===== src/rtl/tlb_repl_pkg.sv =====
package tlb_repl_pkg;
  // Control register layout, MSB first
  typedef struct packed {
    logic sq_priv;       // bit 3
    logic inval;         // bit 2, write-one, reads zero
    logic single_space;  // bit 1
    logic xlat_en;       // bit 0
  } mmu_ctl_t;
  localparam int CTL_W = $bits(mmu_ctl_t);
endpackage


===== src/rtl/rst_sync.sv =====
module rst_sync #(
  parameter int STAGES = 2
) (
  input  logic clk,
  input  logic rst_n,
  output logic rst_n_o
);
  logic [STAGES-1:0] chain_q;

  always_ff @(posedge clk or negedge rst_n) begin
    if (!rst_n) chain_q <= '0;
    else        chain_q <= {chain_q[STAGES-2:0], 1'b1};
  end

  assign rst_n_o = chain_q[STAGES-1];
endmodule


===== src/rtl/repl_ptr_ctr.sv =====
module repl_ptr_ctr #(
  parameter int PTR_W = 6
) (
  input  logic             clk,
  input  logic             rst_n,
  input  logic             acc_i,
  input  logic             load_i,
  input  logic [PTR_W-1:0] bound_i,
  input  logic             wr_i,
  input  logic [PTR_W-1:0] wdata_i,
  output logic [PTR_W-1:0] ptr_o
);
  logic [PTR_W-1:0] ptr_q, ptr_d;
  logic             ptr_en;
  logic             step;
  logic             hit_bound;

  assign step      = acc_i & ~load_i;
  assign hit_bound = (bound_i != '0) && (ptr_q == bound_i);
  assign ptr_en    = wr_i | step;

  always_comb begin
    ptr_d = ptr_q;
    if (wr_i)           ptr_d = wdata_i;
    else if (hit_bound) ptr_d = '0;
    else                ptr_d = ptr_q + PTR_W'(1);  // natural wrap past all-ones
  end

  always_ff @(posedge clk or negedge rst_n) begin
    if (!rst_n)      ptr_q <= '0;
    else if (ptr_en) ptr_q <= ptr_d;
  end

  assign ptr_o = ptr_q;
endmodule


===== src/rtl/mmu_ctl_reg.sv =====
module mmu_ctl_reg
  import tlb_repl_pkg::*;
(
  input  logic     clk,
  input  logic     rst_n,
  input  logic     wr_i,
  input  mmu_ctl_t wdata_i,
  output mmu_ctl_t ctl_o,
  output logic     inval_pulse_o
);
  logic xlat_q, single_q, sq_q, pulse_q;
  logic xlat_d, single_d, sq_d, pulse_d;

  always_comb begin
    xlat_d   = xlat_q;
    single_d = single_q;
    sq_d     = sq_q;
    if (wr_i) begin
      xlat_d   = wdata_i.xlat_en;
      single_d = wdata_i.single_space;
      sq_d     = wdata_i.sq_priv;
    end
    pulse_d = wr_i & wdata_i.inval;
  end

  always_ff @(posedge clk or negedge rst_n) begin
    if (!rst_n) begin
      xlat_q   <= 1'b0;
      single_q <= 1'b0;
      sq_q     <= 1'b0;
    end else if (wr_i) begin
      xlat_q   <= xlat_d;
      single_q <= single_d;
      sq_q     <= sq_d;
    end
  end

  always_ff @(posedge clk or negedge rst_n) begin
    if (!rst_n) pulse_q <= 1'b0;
    else        pulse_q <= pulse_d;
  end

  always_comb begin
    ctl_o              = '0;
    ctl_o.xlat_en      = xlat_q;
    ctl_o.single_space = single_q;
    ctl_o.sq_priv      = sq_q;
  end

  assign inval_pulse_o = pulse_q;
endmodule


===== src/rtl/tlb_repl_ptr.sv =====
module tlb_repl_ptr
  import tlb_repl_pkg::*;
#(
  parameter int PTR_W = 6
) (
  input  logic             clk,
  input  logic             rst_n,
  input  logic             acc_i,
  input  logic             load_i,
  input  logic [PTR_W-1:0] bound_i,
  input  logic             ptr_wr_i,
  input  logic [PTR_W-1:0] ptr_wdata_i,
  input  logic             ctl_wr_i,
  input  logic [3:0]       ctl_wdata_i,
  input  logic             mmu_fault_i,
  output logic [PTR_W-1:0] ptr_o,
  output logic [3:0]       ctl_rd_o,
  output logic             xlat_en_o,
  output logic             single_space_o,
  output logic             sq_priv_only_o,
  output logic             inval_pulse_o,
  output logic             mmu_fault_o
);
  logic     rst_n_s;
  mmu_ctl_t ctl;

  rst_sync #(.STAGES(2)) u_rst (
    .clk(clk), .rst_n(rst_n), .rst_n_o(rst_n_s)
  );

  repl_ptr_ctr #(.PTR_W(PTR_W)) u_ctr (
    .clk(clk), .rst_n(rst_n_s), .acc_i(acc_i), .load_i(load_i),
    .bound_i(bound_i), .wr_i(ptr_wr_i), .wdata_i(ptr_wdata_i), .ptr_o(ptr_o)
  );

  mmu_ctl_reg u_ctl (
    .clk(clk), .rst_n(rst_n_s), .wr_i(ctl_wr_i),
    .wdata_i(mmu_ctl_t'(ctl_wdata_i)), .ctl_o(ctl), .inval_pulse_o(inval_pulse_o)
  );

  assign ctl_rd_o       = ctl;
  assign xlat_en_o      = ctl.xlat_en;
  assign single_space_o = ctl.single_space;
  assign sq_priv_only_o = ctl.sq_priv;
  assign mmu_fault_o    = mmu_fault_i & ctl.xlat_en;
endmodule


===== config.mk =====
export PLATFORM = sky130hd
export DESIGN_NAME = tlb_repl_ptr
export DESIGN_NICKNAME = d
export VERILOG_FILES = /design/src/rtl/tlb_repl_pkg.sv /design/src/rtl/rst_sync.sv /design/src/rtl/repl_ptr_ctr.sv /design/src/rtl/mmu_ctl_reg.sv /design/src/rtl/tlb_repl_ptr.sv
export SDC_FILE = /design/constraint.sdc
export NUM_CORES = 1
export LEC_CHECK = 0
export ABC_AREA = 1
export ABC_CLOCK_PERIOD_IN_PS = 800
export BUFFER_PORTS_ARGS = -buffer_cell sky130_fd_sc_hd__buf_4
export CAP_MARGIN = 30
export CORE_MARGIN = 2
export CORE_UTILIZATION = 30
export CTS_BUF_LIST = sky130_fd_sc_hd__clkbuf_4
export DETAILED_ROUTE_END_ITERATION = 16
export HOLD_SLACK_MARGIN = 0.02
export PLACE_DENSITY_LB_ADDON = 0.3
export SETUP_SLACK_MARGIN = 0.2
export SKIP_CTS_REPAIR_TIMING = 1
export SYNTH_ARGS = -nofsm -noshare
export SYNTH_HDL_FRONTEND = slang
export SYNTH_HIERARCHICAL = 1
export SYNTH_SLANG_ARGS = --single-unit

===== constraint.sdc =====
create_clock -name clk -period 0.8 [get_ports clk]
set_input_delay 0.04 -clock clk [delete_from_list [all_inputs] [get_ports clk]]
set_output_delay 0.04 -clock clk [all_outputs]
set_load 0.01 [all_outputs]

* Word level (Yosys, flattened, before mapping)
Index checks and enable logic that the tools add are counted.
Widths: inputs -> output; s select.
** Word-level totals
- Register bits :: 12
- Output and inout port bits :: 15
** Operators by class
- Add/sub/neg operators :: 1
- Eq/ne operators :: 1
- Muxes and demuxes :: 2
- Bitwise gates (word level) :: 5
- Reduce and logical (&&, ||, !) cells :: 2
** Operators with widths (count)
- $mux 6 :: 2
- $add 6x1->6 const B :: 1
- $eq 6x6->1 :: 1
- $reduce_bool 6->1 :: 1
- $and 1x1->1 :: 3
- $logic_and 1x1->1 :: 1
- $not 1->1 :: 1
- $or 1x1->1 :: 1

* Longest topological paths before layout
- Depth in word-level cells :: 4
- Gate-level depth with buffers :: 9
- Mapped depth without buffers :: 8

* Modules after synthesis
The synthesis kept the hierarchy.
** By module, submodules not included
- repl_ptr_ctr :: times used 1, cells each 99, area each 578.1 um2, seq. area each 150.1 um2
- mmu_ctl_reg :: times used 1, cells each 21, area each 178.9 um2, seq. area each 100.1 um2
- rst_sync :: times used 1, cells each 3, area each 53.8 um2, seq. area each 50.0 um2
- tlb_repl_ptr :: times used 1, cells each 5, area each 30.0 um2, seq. area each 0.0 um2

* Worst setup path before layout
No wires, ideal clock.
- Path type :: flip-flop to flip-flop
- From :: register u_ctr.ptr_q[0], in the netlist u_ctr/ptr_o[0]
- To :: register u_ctr.ptr_q[4], in the netlist u_ctr/ptr_o[4]
- Library setup time :: 0.117 ns
- Arrival :: 1.054 ns
- Data required time :: 0.683 ns
- Setup slack :: -0.370 ns
- Cell stages (with the launch flop) :: 7
- Path buffers :: 0
- Period minus slack after synthesis :: 1.170 ns
- Cell sequence :: dfrtp_1 -> ha_1 -> nand3_1 -> o21ai_0 -> a21oi_1 -> nand2_1 -> nand2_1
** Between the ends
- Longest elaborated chain between the ends :: 4
** Ends and longest elaborated chain
- from (decl) :: line repl_ptr_ctr.sv:13 : logic [PTR_W-1:0] ptr_q, ptr_d;
- from (signal assigned) :: line repl_ptr_ctr.sv:31 : else if (ptr_en) ptr_q <= ptr_d;
- parallel branches: the longest is 2 deep, another holds $add 6x1->6
- $mux 6 (*) :: line repl_ptr_ctr.sv:25 : else if (hit_bound) ptr_d = '0;
- $mux 6 (*) :: line repl_ptr_ctr.sv:24 : if (wr_i) ptr_d = wdata_i;
Mark *: on every way between the ends.
A chain may end at the register's enable or synchronous reset.

* Worst setup path in the final report
- From :: register u_ctr.ptr_q[1], in the netlist u_ctr/ptr_o[1]
- To :: register u_ctr.ptr_q[4], in the netlist u_ctr/ptr_o[4]
The elaborated chain is that of the path after synthesis.

==> flow_summary.json <==
{
  "syn_area_per_cell_um2": 6.569,
  "timing.final.ws_setup_ps": -330.0,
  "core_mm2": 0.002710,
  "cts_made_buffers": 3,
  "area_growth_pct": 56.40,
  "fin_skew_ps": 6.090,
  "insertion_delay_ps": 270,
  "antenna_left": 0,
  "dr.pass1.iters": 4,
  "comb_power_share_pct": 38.7,
  "worstPathRequired_ps": 1000,
  "rsz0062_at_grt": "true",
  "vias_per_cell": 4.242,
  "synth_compound_area_share_pct": 5.357,
  "final_common_cell": "nand2_1",
  "min_path_type": "in -> reg",
  "drc": 0,
  "grt_pass1_wl_mm": 3.305,
  "synth_ff_type": "dfrtp_1",
  "cp_slowest_cell": "dfrtp_2",
  "max_freq_mhz": 884.9,
  "cp.arrival_ps": 1330,
  "grt_usage_pct": 12.94,
  "syn-cell-area_um2": 840.8,
  "reg2reg_slack_ps": -330,
  "intPower_w": 0.001244,
  "synth_edf_count": 0,
  "drt_iter0_drc": 18,
  "die_w_um": 56.94,
  "ys_ff_latch": 12,
  "yosysTopAreaCell": "dfrtp_1",
  "maxSlewViolCount": 0,
  "finalWirelength_mm": 2.005,
  "synthTopCellsByArea": "dfrtp_1 (36%), nand2_1 (23%), inv_1 (8.0%)",
  "p_total_w": 0.001809,
  "p_leak_nw": 0.7387,
  "crit_chain": "ha_2 > nand3_1 > o21ai_1 > a21oi_1 > nand2_1 > nand2_1",
  "synthXorXnorAreaFrac_pct": 2.083,
  "grt_max_degree": 11,
  "grt_pass1_vias": 813,
  "p_seq_share_pct": 41.3,
  "multi_input_area_um2": 407.9,
  "syn_inst": 128,
  "fin_nets": 201,
  "drive_gt1_share_pct": 44.32,
  "fin_cells": 207,
  "fin_setup_tns_ps": -3436,
  "pin_count": 38,
  "finalHoldViolCount": 4,
  "finish.utilization_pct": 48.52,
  "die_h_um": 56.94,
  "startpoint_type": "flop",
  "end_kind": "flop",
  "cts_max_path_buffers": 2,
  "grt_remaining_overflow": 0,
  "wire_per_inst_um": 9.686,
  "initial_core_util_pct": 31.02,
  "violations": "negative hold slack, negative setup slack",
  "num_antenna_cells": 0,
  "gp_congestion": 0.7738,
  "seq_area_um2": 306.5,
  "ctsHtreeMaxLevel": 1,
  "cpPeakStageDelay_ps": 440,
  "final_cell_mix": "nand2_1 (47), buf_4 (39), inv_1 (16), buf_6 (13), nor2_1 (9)",
  "numPortBuffers": 36,
  "syn-num-nets": 152,
  "synth_top_family_by_area": "simple AND/OR/NAND/NOR gates",
  "synth.distinct_cells": 19,
  "holdWs_ps": -47.89,
  "worstSetupPathType": "reg -> reg",
  "synth_fa_ha_area_share_pct": 1.488,
  "clock-sinks": 12,
  "status": "complete, but fails checks",
  "antenna_found_initial": 0,
  "yosysSeqAreaShare_pct": 35.71,
  "crit_top_cell": "nand2_1",
  "switching_power_w": 0.0005642,
  "cts_tree": "yes",
  "drv_cap": 0,
  "setup_viol": 19,
  "vdd_drop_max_uv": 1205,
  "numPlacedInstances": 198,
  "switching_share_pct": 31.20,
  "powerDensity_mw_per_mm2": 1375,
  "yosys.area_share.simple_pct": 36.01,
  "muxShareOfSynthArea_pct": 0,
  "synth-async-reset-ratio_pct": 100.0,
  "ys_warn_count": 6,
  "clk_pin_slew_ps": 70,
  "vias": 878,
  "num_rows": 19,
  "hold_depth": 3,
  "period_needed_ps": 1130,
  "cp_max_fo": 5,
  "synth_top_area_share_pct": 35.71,
  "dpl.hpwl_mm": 1.697,
  "r2r_cells": 6,
  "timing.final.crit_share_pct": 141.3,
  "clockPowerShare_pct": 20.0,
  "cts_root_buf": "clkbuf_4",
  "n_fill_cell": 267,
  "dieArea_mm2": 0.003242
}
==> worst paths after layout <==
kind / startpoint / end
min reg2reg: u_rst/chain_q[1]$_DFF_PN0_ / u_ctl/inval_pulse_o$_DFF_PN0_
min in group asynchronous: rst_n / u_rst/chain_q[1]$_DFF_PN0_
max: u_ctr/ptr_o[1]$_DFFE_PN0P_ / u_ctr/ptr_o[4]$_DFFE_PN0P_
max in group asynchronous: u_rst/chain_q[1]$_DFF_PN0_ / u_ctr/ptr_o[3]$_DFFE_PN0P_
min: ctl_wdata_i[2] / u_ctl/inval_pulse_o$_DFF_PN0_
max reg2reg: u_ctr/ptr_o[1]$_DFFE_PN0P_ / u_ctr/ptr_o[4]$_DFFE_PN0P_
==> cells in the mapped netlist, types with 2 or more instances <==
library cell,n
a21oi_1,2
buf_4,7
conb_1,2
dfrtp_1,12
inv_1,18
inv_2,5
nand2_1,51
nand3_1,4
nor2_1,9
nor2_2,3
o21ai_0,7
==> state kept, by name, summed over array words and instances, names as in the netlist <==
register,count
u_ctl/single_q,1
u_ctr/ptr_o,6
u_rst/chain_q,2
u_ctl/inval_pulse_o,1
u_ctl/sq_q,1
u_ctl/xlat_q,1
==> cell families (layout without fill, tap and decap cells) <==
logic type | Yosys count | in the layout
compound gates | 9 | 9
xor+xnor | 2 | 2
fa+ha+maj | 1 | 1
buf+inv | 32 | 80
flops | 12 | 12
other cells | 2 | 2
simple gates | 70 | 70
==> worst max-delay path, delay by kind of cell, from the launching register on <==
kind	cells	cell delay, ps
DFF	1	440
and+or+nand+nor	3	230
adders and majority gates	1	210
AOI/OAI and AO/OA	2	190
==> cell type report <==
class,count,area share (%)
clock buffers,3,1.713
clock inverters,1,0.2854
inverters,23,6.565
multi-input cells,84,31.02
flip-flops and latches,12,23.31
well taps,31,2.950
repair buffers,53,34.16
==> power by group through the flow <==
stage	sequential, W	combinational [W]	clock, W
2_1_floorplan	0.000747	0.000329	0
3_3_place_gp	0.000743	0.000600	0
3_5_place_dp	0.000748	0.000605	0
4_1_cts	0.000736	0.000609	0.000387
5_1_grt	0.000761	0.000771	0.000440
6_report	0.000747	0.000700	0.000361
==> layer usage <==
layer  track usage [%]  wire length, um  vias up
met2             22.99             1100       17
li1                  -                -      464
met1             15.50              816      397
met4             1.993                0        0
met3             4.308               89        0
met5                 0                0        -
==> per-stage QoR <==
| stage | instance area [um^2] | worst slack, ps |
|---|---|---|
| after global placement | 1175 | -331.0 |
| after detailed placement | 1175 | -370.7 |
| after floorplan | 867.1 | -346.1 |
| after CTS | 1201 | -398.6 |
| after global routing | 1315 | -411.4 |
| final | 1315 | -330.0 |
Note: power is estimated with default switching activity, not from simulation.
